## config.mk

```make
export PLATFORM = sky130hd
export DESIGN_NAME = silence_watch
export DESIGN_NICKNAME = d
export VERILOG_FILES = /design/src/rtl/silence_pkg.sv /design/src/rtl/zero_run_ctr.sv /design/src/rtl/polarity_stage.sv /design/src/rtl/silence_watch.sv
export SDC_FILE = /design/constraint.sdc
export NUM_CORES = 1
export LEC_CHECK = 0
export ABC_AREA = 1
export ABC_CLOCK_PERIOD_IN_PS = 5150
export BUFFER_PORTS_ARGS = -buffer_cell sky130_fd_sc_hd__buf_2
export CAP_MARGIN = 0
export CORE_MARGIN = 1
export CORE_UTILIZATION = 62
export DETAILED_ROUTE_END_ITERATION = 12
export GPL_TIMING_DRIVEN = 0
export PLACE_DENSITY = 0.87
export SLEW_MARGIN = 20
export SYNTH_ARGS = -nofsm -noshare
export SYNTH_HDL_FRONTEND = slang
export SYNTH_SLANG_ARGS = --single-unit
```

## constraint.sdc

```tcl
create_clock -name clk -period 5.15 [get_ports clk]
set_input_delay 0.7725 -clock clk [delete_from_list [all_inputs] [get_ports clk]]
set_output_delay 0.7725 -clock clk [all_outputs]
set_load 0.03 [all_outputs]
```

## src/rtl/silence_pkg.sv

```systemverilog
package silence_pkg;

    typedef enum logic [1:0] {
        THR_SHORT = 2'd0,
        THR_MID   = 2'd1,
        THR_LONG  = 2'd2,
        THR_MAX   = 2'd3
    } thr_code_e;

    // Map a run-length code onto one of four configured lengths.
    function automatic int run_for_code(
        input thr_code_e code,
        input int        len0,
        input int        len1,
        input int        len2,
        input int        len3
    );
        case (code)
            THR_SHORT: return len0;
            THR_MID:   return len1;
            THR_LONG:  return len2;
            default:   return len3;
        endcase
    endfunction

endpackage

```

## src/rtl/zero_run_ctr.sv

```systemverilog
module zero_run_ctr #(
    parameter int DATA_W  = 24,
    parameter int MAX_RUN = 19200,
    parameter int CNT_W   = 15
) (
    input  logic              clk,
    input  logic              rst_n,
    input  logic              en,
    input  logic              stb,
    input  logic [DATA_W-1:0] smp,
    input  logic [CNT_W-1:0]  run_len,
    output logic              flag_o
);

    localparam logic [CNT_W-1:0] MAX_CNT = CNT_W'(MAX_RUN);

    typedef struct packed {
        logic [CNT_W-1:0] cnt;
        logic             flag;
    } run_st_t;

    run_st_t st_d, st_q;

    always_comb begin
        st_d = st_q;
        if (!en) begin
            st_d.cnt  = '0;
            st_d.flag = 1'b0;
        end else begin
            if (stb) begin
                if (smp == '0) begin
                    // saturate at the selected length (also clamps after a lowered code)
                    st_d.cnt = (st_q.cnt >= run_len) ? run_len : st_q.cnt + 1'b1;
                end else begin
                    st_d.cnt = '0;
                end
            end
            // compared against the live length every cycle
            st_d.flag = (st_d.cnt >= run_len);
        end
    end

    always_ff @(posedge clk or negedge rst_n) begin
        if (!rst_n) begin
            st_q <= '0;
        end else begin
            st_q <= st_d;
        end
    end

    assign flag_o = st_q.flag;

    // a non-zero strobed sample empties the run and drops the flag
    a_r3_nonzero_clears: assert property (@(posedge clk) disable iff (!rst_n)
        (en && stb && smp != '0) |=> (!flag_o && st_q.cnt == '0));

    // disabled detector reads quiet-low on the next edge
    a_r5_disable_clears: assert property (@(posedge clk) disable iff (!rst_n)
        !en |=> (!flag_o && st_q.cnt == '0));

    // the run never exceeds the longest configured length
    a_r6_cnt_bound: assert property (@(posedge clk) disable iff (!rst_n)
        st_q.cnt <= MAX_CNT);

    // the zero that completes a run raises the flag
    a_r2_flag_on_reach: assert property (@(posedge clk) disable iff (!rst_n)
        (en && stb && smp == '0 && ({1'b0, st_q.cnt} + 1'b1) >= {1'b0, run_len})
        |=> flag_o);

    // without a strobe the run holds
    a_r7_run_hold: assert property (@(posedge clk) disable iff (!rst_n)
        (en && !stb && st_q.cnt <= run_len) |=> st_q.cnt == $past(st_q.cnt));

endmodule

```

## src/rtl/polarity_stage.sv

```systemverilog
module polarity_stage #(
    parameter int DATA_W = 24
) (
    input  logic              clk,
    input  logic              rst_n,
    input  logic              stb,
    input  logic              inv,
    input  logic [DATA_W-1:0] in_l,
    input  logic [DATA_W-1:0] in_r,
    output logic              out_stb,
    output logic [DATA_W-1:0] out_l,
    output logic [DATA_W-1:0] out_r
);

    localparam logic [DATA_W-1:0] MIN_V = {1'b1, {(DATA_W-1){1'b0}}};
    localparam logic [DATA_W-1:0] MAX_V = ~MIN_V;

    typedef struct packed {
        logic              vld;
        logic [DATA_W-1:0] l;
        logic [DATA_W-1:0] r;
    } pol_st_t;

    pol_st_t st_d, st_q;

    function automatic logic [DATA_W-1:0] flip(
        input logic [DATA_W-1:0] x,
        input logic              neg
    );
        if (!neg)       return x;
        if (x == MIN_V) return MAX_V;
        return ~x + 1'b1;
    endfunction

    always_comb begin
        st_d     = st_q;
        st_d.vld = stb;
        if (stb) begin
            st_d.l = flip(in_l, inv);
            st_d.r = flip(in_r, inv);
        end
    end

    always_ff @(posedge clk or negedge rst_n) begin
        if (!rst_n) begin
            st_q <= '0;
        end else begin
            st_q <= st_d;
        end
    end

    assign out_stb = st_q.vld;
    assign out_l   = st_q.l;
    assign out_r   = st_q.r;

    // output strobe follows the input strobe by one cycle
    a_r8_stb_delay: assert property (@(posedge clk) disable iff (!rst_n)
        stb |=> out_stb);

    // straight pass with inversion off
    a_r8_pass: assert property (@(posedge clk) disable iff (!rst_n)
        (stb && !inv) |=> (out_l == $past(in_l) && out_r == $past(in_r)));

    // inverted output sums with its input to zero
    a_r9_negate: assert property (@(posedge clk) disable iff (!rst_n)
        (stb && inv && in_l != MIN_V) |=> ((out_l + $past(in_l)) == '0));

    // most negative code saturates
    a_r9_min_sat: assert property (@(posedge clk) disable iff (!rst_n)
        (stb && inv && in_l == MIN_V) |=> out_l == MAX_V);

    // idle cycles hold the audio and keep the strobe low
    a_r7_audio_hold: assert property (@(posedge clk) disable iff (!rst_n)
        !stb |=> (!out_stb && $stable(out_l) && $stable(out_r)));

endmodule

```

## src/rtl/silence_watch.sv

```systemverilog
module silence_watch
    import silence_pkg::*;
#(
    parameter int DATA_W = 24,
    parameter int RUN_0  = 3200,
    parameter int RUN_1  = 4800,
    parameter int RUN_2  = 9600,
    parameter int RUN_3  = 19200
) (
    input  logic              clk,
    input  logic              rst_n,
    input  logic              det_en,
    input  logic [1:0]        thr_sel,
    input  logic              inv_pol,
    input  logic              smp_stb,
    input  logic [DATA_W-1:0] smp_l,
    input  logic [DATA_W-1:0] smp_r,
    output logic              out_stb,
    output logic [DATA_W-1:0] out_l,
    output logic [DATA_W-1:0] out_r,
    output logic              quiet_l,
    output logic              quiet_r
);

    localparam int MAX_01  = (RUN_0 > RUN_1) ? RUN_0 : RUN_1;
    localparam int MAX_23  = (RUN_2 > RUN_3) ? RUN_2 : RUN_3;
    localparam int MAX_RUN = (MAX_01 > MAX_23) ? MAX_01 : MAX_23;
    localparam int CNT_W   = $clog2(MAX_RUN + 1);
    localparam int N_CH    = 2;

    logic [CNT_W-1:0]  run_len;
    logic [DATA_W-1:0] ch_smp [N_CH];
    logic [N_CH-1:0]   ch_flag;

    always_comb begin
        run_len = CNT_W'(run_for_code(thr_code_e'(thr_sel), RUN_0, RUN_1, RUN_2, RUN_3));
    end

    assign ch_smp[0] = smp_l;
    assign ch_smp[1] = smp_r;

    for (genvar g = 0; g < N_CH; g++) begin : g_ch
        zero_run_ctr #(
            .DATA_W  (DATA_W),
            .MAX_RUN (MAX_RUN),
            .CNT_W   (CNT_W)
        ) u_run (
            .clk     (clk),
            .rst_n   (rst_n),
            .en      (det_en),
            .stb     (smp_stb),
            .smp     (ch_smp[g]),
            .run_len (run_len),
            .flag_o  (ch_flag[g])
        );
    end

    polarity_stage #(
        .DATA_W (DATA_W)
    ) u_pol (
        .clk     (clk),
        .rst_n   (rst_n),
        .stb     (smp_stb),
        .inv     (inv_pol),
        .in_l    (smp_l),
        .in_r    (smp_r),
        .out_stb (out_stb),
        .out_l   (out_l),
        .out_r   (out_r)
    );

    assign quiet_l = ch_flag[0];
    assign quiet_r = ch_flag[1];

    // a non-zero on one channel leaves a set flag on the other untouched when it also sees zero
    a_r4_left_kept: assert property (@(posedge clk) disable iff (!rst_n)
        (det_en && smp_stb && smp_l == '0 && smp_r != '0 && quiet_l && $stable(thr_sel))
        |=> (quiet_l && !quiet_r));

endmodule

```

==> impl_metrics.toml <==
[placement]
place_area_um2 = 6750
portBuffers = 104
gp_congestion = 0.939
post-dp-hpwl_mm = 12.1

[critical_path]
crit_path_frequent_cell = "nand2_1"
path_class = "in2reg"
cp.arrival_ns = 4.38
critical-path-max-stage-delay_ns = 0.40
endpoint_kind = "register"
cp_top_family = "simple AND/OR/NAND/NOR gates"
crit_chain = "buf_2 > ha_1 > inv_1 > ha_1 > nand2_1 > nor2_1 > nand3_1 > nor2_1 > nor2_1 > nand2_1 > buf_2 > nand2_1 > o211ai_1 > nand2_1 > ha_1 > nand2_1 > nor4_1 > nand2_1 > nor2_1 > nand2_1 > a21oi_1"
crit_start = "thr_sel[0]"
path_buf_inv = 3
start_kind = "input pin"
critical-path-slowest-cell = "ha_1"
critPathMaxFanout = 10
rr_startpoint = "g_ch[1].u_run.st_q[13]"
cp.required_ns = 5.42

[yosys]
async_reset_ff_share_pct = 100
synth-seq-cells = 81
syn_area_um2 = 6040
ys.flop_type = "dfrtp_1"
syn_nets = 947
syn-instance-count = 848
yosysWarnings = 0
seq_area_frac_synth_pct = 33.6
synth.avg_cell_area_um2 = 7.12
synth_edf_count = 0
yosysUniqueCellTypes = 44

[route]
ant_nets = 0
num_vias = 5953
drt_iter0_drc = 233
wl_per_cell_um = 14.4
viasPerCell = 5.43
routed_wirelength_mm = 15.8
route.detailed.drc = 0
firstDrtPassIters = 5

[min_path]
hold_class = "in2async"

[layout]
multi_input_area_um2 = 3550
regArea_um2 = 2030
area_growth_pct = 14.8
fillers = 785
final_util_pct = 74.3
diodes = 0
stdcell_area_um2 = 6930
layout.nets = 1063
drive_gt1_share_pct = 16.0

[sta]
hold_violations = 0
skew_ns = 0.0121
setup_violations = 0
relSlewSlack_pct = 50.6
drv_slew = 0
worst_pin_slew_ns = 0.733
period_minus_slack_ns = 4.11
max_freq_mhz = 243
rsz0062_at_grt = "no"
fin_crit_sh_pct = 79.9
setup_tns_ns = 0

[floorplan]
core_area_um2 = 9330
die-width_um = 101
die_y_um = 101
rows = 35
start_util_pct = 64.7
die-area_um2 = 10100
pin_count = 106

[power_and_ir_drop]
power_leakage_nw = 3.57
power_switching_mw = 0.544
clock_power_share_pct = 29.1
peakVddDrop_mv = 0.175
intPower_mw = 0.997
p_sw_share_pct = 35.3
seqPwrFrac_pct = 45.8
power_frac_comb_pct = 25.1
p_per_area_nw_per_um2 = 222

[cts]
clk_latency_ns = 0.36
cts.sinks = 81
cts_resized = 0
cts_root_buf = "clkbuf_8"
clk_pin_slew_ns = 0.09
clock_path_buffers = 2
postCtsHoldBufs = 0
htree_levels = 3
post_cts_buffers = 0
cts_buffers = 9
tritoncts = "done"

[job]
cap_violations = 0

[status]
status = "complete, no violations"

[grt]
grt_pass1_vias = 5799
grt.total_usage_pct = 33.1
grt_max_degree = 58
antenna_found_initial = 0
grt_pass1_wl_mm = 26.2
grt_overflow = 0
[cells in the final DEF, fill, tap and decap left out, types with 12 or more instances in the layout]
cell      synthesis  routed
a31oi_1          12      12
xor2_1           33      33
nor2_1          131     131
nand2_1         192     192
buf_2             5     108
clkbuf_1         14      14
o21ai_0          32      32
nand3_1          46      46
inv_1            89      89
a21oi_1          68      68
ha_1             44      44
dfrtp_1          81      81
[final timing paths]
kind,to,slack [ns],depth (start not counted)
min in group clk,u_pol.out_r[17],0.50,1
hold reg to reg,u_pol.out_r[17],0.50,1
setup / recovery,g_ch[1].u_run.flag_o,1.04,21
setup reg to reg,g_ch[1].u_run.flag_o,1.85,18
hold / removal,g_ch[0].u_run.st_q[15],0.32,1
max in group asynchronous,u_pol.out_l[11],4.22,2
[layout make-up]
class / instances / area share, %
multi-input cells: 650 / 51.3
clock buffers: 11 / 2.18
clock inverters: 4 / 0.415
plain buffers: 24 / 1.57
inverters: 93 / 5.04
flip-flops and latches: 81 / 29.2
well taps: 129 / 2.33
repair buffers: 105 / 7.94
[synth_stat cells (4+ instances only)]
master	number	area, um2
a31oi_1	12	75.1
o22ai_1	8	50.1
a21oi_1	68	340
nand4_1	8	50.1
ha_1	44	551
nand3_1	46	230
inv_2	4	15.0
o21ai_0	32	160
buf_2	5	25.0
dfrtp_1	81	2030
o22a_1	6	52.6
clkbuf_1	14	52.6
xor2_1	33	289
nand2_1	192	721
nor2_1	131	492
nor2_2	7	43.8
o211ai_1	7	52.6
or2_2	5	31.3
xnor2_1	9	78.8
nor3_1	8	40.0
inv_1	89	334
[per-layer routing]
metal / vias up / share of wire [%] / track usage [%]
li1: 3015 / - / -
met1: 2693 / 44 / 40.9
met2: 209 / 47 / 57.1
met3: 36 / 6.1 / 4.23
met4: 0 / 2.8 / 16.3
met5: - / 0 / 0
[kinds of logic after synthesis]
group                    after synthesis  share of synthesized area (%)
XOR/XNOR                              42                           6.09
adder cells (fa/ha/maj)               44                           9.12
AO/OA/AOI/OAI                        150                           14.2
AND/OR/NAND/NOR                      414                           29.5
flip-flops                            81                           33.6
buffers and inverters                117                           7.58
[registers in the layout (all words and copies together), names as in the netlist]
| signal | flops |
|---|---|
| g_ch.u_run.st_q | 30 |
| u_pol.out_stb | 1 |
| u_pol.out_r | 24 |
| g_ch.u_run.flag_o | 2 |
| u_pol.out_l | 24 |
[worst register-to-register path, delay by kind of cell (launching register included)]
| family | cells | cell delay, ns |
|---|---|---|
| AOI/OAI and AO/OA | 2 | 0.41 |
| adders and majority gates | 2 | 0.62 |
| DFF | 1 | 0.47 |
| buffers and inverters | 1 | 0.23 |
| and+or+nand+nor | 13 | 1.47 |
[stage by stage]
stage	setup WS, ns	cells	power [mW]	hold slack (ns)
2_1_floorplan	1.62	848	0.960	0.477
3_3_place_gp	0.779	1081	1.09	0.475
4_1_cts	1.10	1097	1.54	0.320
5_1_grt	0.653	1097	1.61	0.328
6_report	1.04	1097	1.54	0.316
3_5_place_dp	0.764	1082	1.10	0.482
[power groups by stage]
stage	Combinational [mW]	Sequential, mW	Clock, mW
5_1_grt	0.424	0.710	0.476
2_1_floorplan	0.153	0.808	0
3_3_place_gp	0.377	0.716	0
4_1_cts	0.387	0.705	0.452
3_5_place_dp	0.386	0.716	0
6_report	0.387	0.705	0.449
Note: power is estimated with default switching activity, not from simulation.
